<file path="src/rtl/piso_pkg.sv">
package piso_pkg;

    // Last observed level of the gated shift clock.
    typedef enum logic {
        GATE_HIGH = 1'b0,
        GATE_LOW  = 1'b1
    } gate_state_t;

    localparam int unsigned DEFAULT_WIDTH  = 8;
    localparam int unsigned DEFAULT_SYNC   = 2;

endpackage

</file>
<file path="src/rtl/pin_sync.sv">
module pin_sync #(
    parameter int unsigned STAGES    = 2,
    parameter logic        RESET_VAL = 1'b1
) (
    input  logic clk,
    input  logic rst_n,
    input  logic pin,
    output logic pin_s
);

    logic [STAGES-1:0] chain;

    generate
        for (genvar i = 0; i < STAGES; i++) begin : g_stage
            if (i == 0) begin : g_first
                always_ff @(posedge clk or negedge rst_n) begin
                    if (!rst_n) chain[i] <= RESET_VAL;
                    else        chain[i] <= pin;
                end
            end else begin : g_next
                always_ff @(posedge clk or negedge rst_n) begin
                    if (!rst_n) chain[i] <= RESET_VAL;
                    else        chain[i] <= chain[i-1];
                end
            end
        end
    endgenerate

    assign pin_s = chain[STAGES-1];

endmodule

</file>
<file path="src/rtl/gate_edge_fsm.sv">
module gate_edge_fsm
    import piso_pkg::*;
(
    input  logic clk,
    input  logic rst_n,
    input  logic gated,
    input  logic load_n,
    output logic shift_pulse
);

    gate_state_t state_q;
    gate_state_t state_d;

    // State register.
    always_ff @(posedge clk or negedge rst_n) begin
        if (!rst_n) state_q <= GATE_HIGH;
        else        state_q <= state_d;
    end

    // Transitions: arm, fire, swallow, stay.
    always_comb begin
        state_d = state_q;
        unique case (state_q)
            GATE_HIGH: if (!gated) state_d = GATE_LOW;   // arm
            GATE_LOW:  if (gated)  state_d = GATE_HIGH;  // fire or swallow
        endcase
    end

    // Outputs: a pulse only on fire (rise seen with load high).
    always_comb begin
        shift_pulse = 1'b0;
        unique case (state_q)
            GATE_HIGH: shift_pulse = 1'b0;
            GATE_LOW:  shift_pulse = gated && load_n;
        endcase
    end


    single_pulse_chk: assert property (@(posedge clk) disable iff (!rst_n)
        shift_pulse |=> !shift_pulse);


    load_blocks_pulse_chk: assert property (@(posedge clk) disable iff (!rst_n)
        !load_n |-> !shift_pulse);

endmodule

</file>
<file path="src/rtl/stage_chain.sv">
module stage_chain #(
    parameter int unsigned WIDTH = 8
) (
    input  logic             clk,
    input  logic             rst_n,
    input  logic             load_n,
    input  logic             shift,
    input  logic             ser_in,
    input  logic [WIDTH-1:0] par_in,
    output logic [WIDTH-1:0] stages
);

    localparam int unsigned TOP = WIDTH - 1;

    generate
        for (genvar i = 0; i < WIDTH; i++) begin : g_bit
            logic shift_src;
            if (i == 0) begin : g_head
                assign shift_src = ser_in;
            end else begin : g_body
                assign shift_src = stages[i-1];
            end

            always_ff @(posedge clk or negedge rst_n) begin
                if (!rst_n)      stages[i] <= 1'b0;
                else if (!load_n) stages[i] <= par_in[i];
                else if (shift)  stages[i] <= shift_src;
            end
        end
    endgenerate


    load_capture_chk: assert property (@(posedge clk) disable iff (!rst_n)
        !load_n |=> stages == $past(par_in));


    shift_move_chk: assert property (@(posedge clk) disable iff (!rst_n)
        (load_n && shift) |=> stages == {$past(stages[TOP-1:0]), $past(ser_in)});


    hold_stable_chk: assert property (@(posedge clk) disable iff (!rst_n)
        (load_n && !shift) |=> $stable(stages));

endmodule

</file>
<file path="src/rtl/piso_reg8.sv">
module piso_reg8
    import piso_pkg::*;
#(
    parameter int unsigned WIDTH       = DEFAULT_WIDTH,
    parameter int unsigned SYNC_STAGES = DEFAULT_SYNC
) (
    input  logic             clk,
    input  logic             rst_n,
    input  logic             load_n,
    input  logic             sh_clk,
    input  logic             sh_en_n,
    input  logic             ser_in,
    input  logic [WIDTH-1:0] par_in,
    output logic             ser_out,
    output logic             ser_out_n
);

    localparam int unsigned TOP = WIDTH - 1;

    logic             clk_pin_s;
    logic             en_pin_s;
    logic             gated;
    logic             shift_pulse;
    logic [WIDTH-1:0] stages;

    pin_sync #(.STAGES(SYNC_STAGES), .RESET_VAL(1'b1)) u_clk_sync (
        .clk   (clk),
        .rst_n (rst_n),
        .pin   (sh_clk),
        .pin_s (clk_pin_s)
    );

    pin_sync #(.STAGES(SYNC_STAGES), .RESET_VAL(1'b1)) u_en_sync (
        .clk   (clk),
        .rst_n (rst_n),
        .pin   (sh_en_n),
        .pin_s (en_pin_s)
    );

    assign gated = clk_pin_s | en_pin_s;

    gate_edge_fsm u_edge (
        .clk         (clk),
        .rst_n       (rst_n),
        .gated       (gated),
        .load_n      (load_n),
        .shift_pulse (shift_pulse)
    );

    stage_chain #(.WIDTH(WIDTH)) u_chain (
        .clk    (clk),
        .rst_n  (rst_n),
        .load_n (load_n),
        .shift  (shift_pulse),
        .ser_in (ser_in),
        .par_in (par_in),
        .stages (stages)
    );

    always_comb begin
        ser_out   = load_n ? stages[TOP] : par_in[TOP];
        ser_out_n = ~ser_out;
    end


    load_passthru_chk: assert property (@(posedge clk) disable iff (!rst_n)
        !load_n |-> ser_out == par_in[TOP]);


    post_reset_quiet_chk: assert property (@(posedge clk) disable iff (!rst_n)
        $rose(rst_n) |-> !shift_pulse);

endmodule

</file>
<file path="config.mk">
export PLATFORM = sky130hd
export DESIGN_NAME = piso_reg8
export DESIGN_NICKNAME = d
export VERILOG_FILES = /design/src/rtl/piso_pkg.sv /design/src/rtl/pin_sync.sv /design/src/rtl/gate_edge_fsm.sv /design/src/rtl/stage_chain.sv /design/src/rtl/piso_reg8.sv
export SDC_FILE = /design/constraint.sdc
export NUM_CORES = 1
export LEC_CHECK = 0
export BUFFER_PORTS_ARGS = -buffer_cell sky130_fd_sc_hd__buf_2
export CAP_MARGIN = 40
export CORE_MARGIN = 4
export CORE_UTILIZATION = 44
export DETAILED_ROUTE_END_ITERATION = 12
export PLACE_DENSITY = 0.83
export RECOVER_POWER = 25
export SKIP_LAST_GASP = 1
export SLEW_MARGIN = 10
export SYNTH_ARGS = -nofsm -noshare
export SYNTH_HDL_FRONTEND = slang
export SYNTH_SLANG_ARGS = --single-unit
</file>
<file path="constraint.sdc">
create_clock -name clk -period 1.15 [get_ports clk]
set_clock_uncertainty 0.15 [all_clocks]
set_input_delay 0.115 -clock clk [delete_from_list [all_inputs] [get_ports clk]]
set_output_delay 0.115 -clock clk [all_outputs]
set_load 0.01 [all_outputs]
</file>
======== Word level (Yosys, flattened, before mapping) ========
Cells that the tools add are included.
Widths: inputs -> output; s select.
word-level totals
  bits in registers ....................... 13
  bits of input ports ..................... 14
cells by class
  equal/unequal tests ..................... 1
  muxes and demuxes ....................... 19
  bitwise logic cells ..................... 3
  reduce and logical (&&, ||, !) cells .... 1
operator list
  kind                count
  $mux 1              18
  $ne 2x1->1 const B  1
  $not 1->1           2
  $pmux 1 s2          1
  $logic_and 1x1->1   1
  $or 1x1->1          1

======== Depth between registers and ports, before layout ========
  word-level depth ........................ 5
  gate-level depth with buffers ........... 3
  depth with buffers taken out ............ 2

======== Hierarchy ========
Synthesis repeated with hierarchy kept, for this count alone.
unflattened totals
  cell total of the unflattened synthesis .. 52
  area total of the unflattened synthesis .. 608.1 sq um
modules (own cells, without submodules)
  module         times used  cells an instance  area an instance (sq um)  sequential area each (sq um)
  stage_chain    1           42                 436.7                     200.2
  pin_sync       2           2                  52.6                      52.6
  gate_edge_fsm  1           3                  35.0                      25.0
  piso_reg8      1           3                  31.3                      0.0

======== Worst setup path after synthesis ========
OpenSTA, ideal clock, no wires.
  kind .................................... reg-to-reg
  from .................................... register u_clk_sync.chain[1] (netlist: u_clk_sync.pin_s)
  to ...................................... register u_chain.stages[0] (netlist: u_chain.g_bit[1].shift_src)
  library setup time ...................... 135 ps
  data arrival time ....................... 935 ps
  required time ........................... 865 ps
  path slack .............................. -70 ps
  cell stages (with the launch flop) ...... 4
  path buffers ............................ 1
  path through ............................ dfstp_2 buf_4 o21a_4 o221ai_2
on the way
  longest elaborated chain between the ends .. 4
ends and longest elaborated chain
  element                            line                 source
  from (decl)                        pin_sync.sv:11       logic [STAGES-1:0] chain;
  from (signal, indexed assignment)  pin_sync.sv:23       else chain[i] <= chain[i-1];
  $or 1x1->1                         piso_reg8.sv:40      assign gated = clk_pin_s | en_pin_s;
  $logic_and 1x1->1                  gate_edge_fsm.sv:34  GATE_LOW: shift_pulse = gated && load_n;
  $pmux 1 s2                         gate_edge_fsm.sv:32  unique case (state_q)
  $ne 2x1->1 (no line)               n/a
  to (signal, indexed assignment)    stage_chain.sv:26    else if (!load_n) stages[i] <= par_in[i];
  to (signal, indexed assignment)    stage_chain.sv:27    else if (shift) stages[i] <= shift_src;
  to (decl)                          stage_chain.sv:10    output logic [WIDTH-1:0] stages
Every way passes these cells.
A chain may end at the register's enable or synchronous reset.

======== Worst setup path after layout ========
  from .................................... register u_chain.stages[7]
  to ...................................... output port ser_out_n
on the way
  longest elaborated chain between the ends .. 2
ends and longest elaborated chain
  element    line             source
  $mux 1     piso_reg8.sv:61  ser_out = load_n ? stages[TOP] : par_in[TOP];
  $not 1->1  piso_reg8.sv:62  ser_out_n = ~ser_out;
  to (decl)  piso_reg8.sv:15  output logic ser_out_n
Every way passes these cells.

==> impl_metrics.py <==
metrics = {
    "timing": {
        "rsz0062_at_grt": "true",
        "timing.final.crit_period_ns": 1.21,
        "hold_viol_final": 0,
        "finalCritPeriodShare_pct": 105,
        "setup_violations": 9,
        "final.setup.tns_ns": -0.150,
        "slew_viol_final": 0,
        "worst_slack_ns": -0.0590,
        "worst_pin_slew_ns": 0.323,
        "slew_headroom_pct": 78.4,
        "fmax_ghz": 0.827,
    },
    "synthesis": {
        "seq_area_frac_synth_pct": 51.2,
        "ys_types": 14,
        "synthesis.nets": 68,
        "synth-seq-cells": 13,
        "syn_area_per_cell_sq_um": 12.0,
        "yosys_warnings": 0,
        "synth_area_sq_um": 646,
        "syn_inst": 54,
    },
    "hold_path": {
        "min_path_cells": 3,
        "whs_endpoint": "u_chain.g_bit[1].shift_src",
        "worstHoldStart": "ser_in",
        "holdCritPathClass": "primary input to flip-flop",
    },
    "drt": {
        "met2_length_um": 685,
        "wl_mm": 1.33,
        "wl_per_cell_um": 13.3,
        "topRoutingLayerUsed": "met3",
        "ant_nets": 0,
        "vias_per_cell": 5.22,
        "dr.pass1.iters": 4,
        "via_count": 522,
        "wl_met1_um": 551,
        "wl_met3_um": 92,
        "drc": 0,
        "drtIter0Drc": 13,
    },
    "worst_setup_path": {
        "rr_endpoint": "u_chain.g_bit[2].shift_src",
        "crit_required_ns": 0.88,
        "path_class": "flip-flop to output port",
        "arrival_ns": 0.94,
        "reg2reg_slack_ns": -0.03,
        "path_max_fanout": 3,
        "startpoint_type": "flip-flop",
        "end_kind": "output port",
        "rr_worst_depth": 2,
        "rr_startpoint": "u_en_sync.pin_s",
    },
    "pwr": {
        "p_leak_nw": 0.409,
        "vdd_drop_max_mv": 0.749,
        "power.density_nw_per_um2": 1080,
    },
    "global_route": {
        "grt_pass1_wl_mm": 2.06,
        "grt_antenna_before_repair": 0,
        "grt_max_degree": 23,
        "overflow": 0,
        "track_usage_pct": 13.7,
        "grt_pass1_vias": 483,
    },
    "cells_and_area": {
        "syn_to_final_growth_pct": 43.8,
        "fin_cells": 100,
        "drive_gt1_share_pct": 48.2,
        "final_cell_mix": "buf_2, dlygate4sd3_1, nand2_1, dfrtp_1",
        "insertedDiodeCount": 0,
        "utilization_pct": 69.6,
        "final_common_cell": "buf_2",
        "nNetsFinal": 100,
    },
    "cts": {
        "cts-root-buf": "clkbuf_4",
        "clock_path_buffers": 2,
        "htree_levels": 1,
        "clk_pin_slew_ns": 0.08,
        "cts_tree": "yes",
        "clock_latency_ns": 0.26,
        "cts_made_buffers": 3,
        "clock_sinks": 13,
    },
    "run": {
        "cap_violations": 0,
    },
    "placed_design": {
        "dp.cells": 83,
        "portBuffers": 15,
        "gp_congestion": 0.760,
        "dp_hpwl_um": 825,
    },
    "die": {
        "dieArea_sq_um": 2140,
        "die_h_um": 46.3,
        "die_w_um": 46.3,
        "io_pins": 16,
        "initial_core_util_pct": 48.4,
        "coreArea_sq_um": 1330,
        "core.rowCount": 13,
    },
    "outcome": {
        "violations": "setup timing",
        "outcome": "finished with violations",
    },
}
-- area by class of cell --
type	count	area, sq um
sequential	13	332
tap	15	18.8
multi-input combinational	29	264
inverter	7	26.3
clock buffer	4	26.3
fill	98	405
timing repair buffer	32	262
-- worst max-delay path, cell delays in order (launching register included) --
cell and delay, ns:
dfrtp_1 0.38, nand2_2 0.07, and2_4 0.14, buf_6 0.09
-- per-stage QoR --
step                hold slack [ns]  instance area, sq um  power (mW)  setup WS, ns
floorplan                    -0.331                   649       0.630       -0.0365
global placement             -0.141                   758       0.688      0.000202
detailed placement           -0.136                   758       0.696       -0.0302
CTS                         0.00141                   918        1.01       -0.0671
global route                 0.0267                   928        1.06       -0.0932
finish                      0.00327                   928        1.01       -0.0590
-- state kept, by name, indices dropped and copies added, names as in the netlist --
register,flops
u_edge.state_q,1
u_chain.g_bit.shift_src,7
u_en_sync.pin_s,1
u_clk_sync.chain,1
u_chain.stages,1
u_en_sync.chain,1
u_clk_sync.pin_s,1
-- cells in the mapped netlist, drive strengths merged --
| cell type | n | area share [%] |
|---|---|---|
| dfstp | 4 | 16 |
| o211ai | 1 | 1.9 |
| o221ai | 7 | 16 |
| nor2 | 1 | 0.58 |
| buf | 5 | 5.6 |
| inv | 7 | 4.1 |
| dfrtp | 9 | 35 |
| nand2 | 9 | 5.2 |
| nand2b | 1 | 0.97 |
| o2111ai | 8 | 11 |
| o21a | 1 | 2.3 |
| and2 | 1 | 0.97 |
-- worst max-delay path by stage --
stage,start,end,slack (ns),depth (start not counted)
final,u_chain.stages[7],ser_out_n,-0.06,3
after global routing,u_chain.stages[7],ser_out_n,-0.09,3
after CTS,u_chain.stages[7],ser_out_n,-0.07,3
after detailed placement,u_en_sync.pin_s,u_chain.g_bit[1].shift_src,-0.03,2
after global placement,u_en_sync.pin_s,u_chain.g_bit[6].shift_src,0.0002,2
after floorplan,u_clk_sync.pin_s,u_chain.g_bit[1].shift_src,-0.04,3
-- where the power goes --
group	switching (mW)	leakage, nW	total, mW	internal [mW]
clock	0.137	0.0150	0.271	0.134
combinational	0.0858	0.243	0.204	0.118
sequential	0.0297	0.151	0.532	0.502
total	0.253	0.409	1.01	0.754
-- what timing repair did --
item | CTS | global route
pin swaps | 2 | 0
hold endpoints to repair | 23 | 0
hold buffers | 11 | 0
endpoints found under the setup margin | 10 | 10
gates resized for setup | 2 | 3
buffers inserted | 2 | 0
-- layer usage --
layer / up-vias / track usage (%)
met4: 0 / 3.41
li1: 260 / -
met2: 19 / 24.2
met3: 0 / 3.52
met5: - / 0
met1: 243 / 16.3
-- kinds of logic (layout without fill, tap and decap cells) --
logic type      after synthesis  after routing  synth area share, %
compound gates               17             17                 31.4
flops                        13             13                 51.2
simple gates                 12             12                 7.75
buf+inv                      12             43                 9.69
Power figures use the tool's default switching activity.
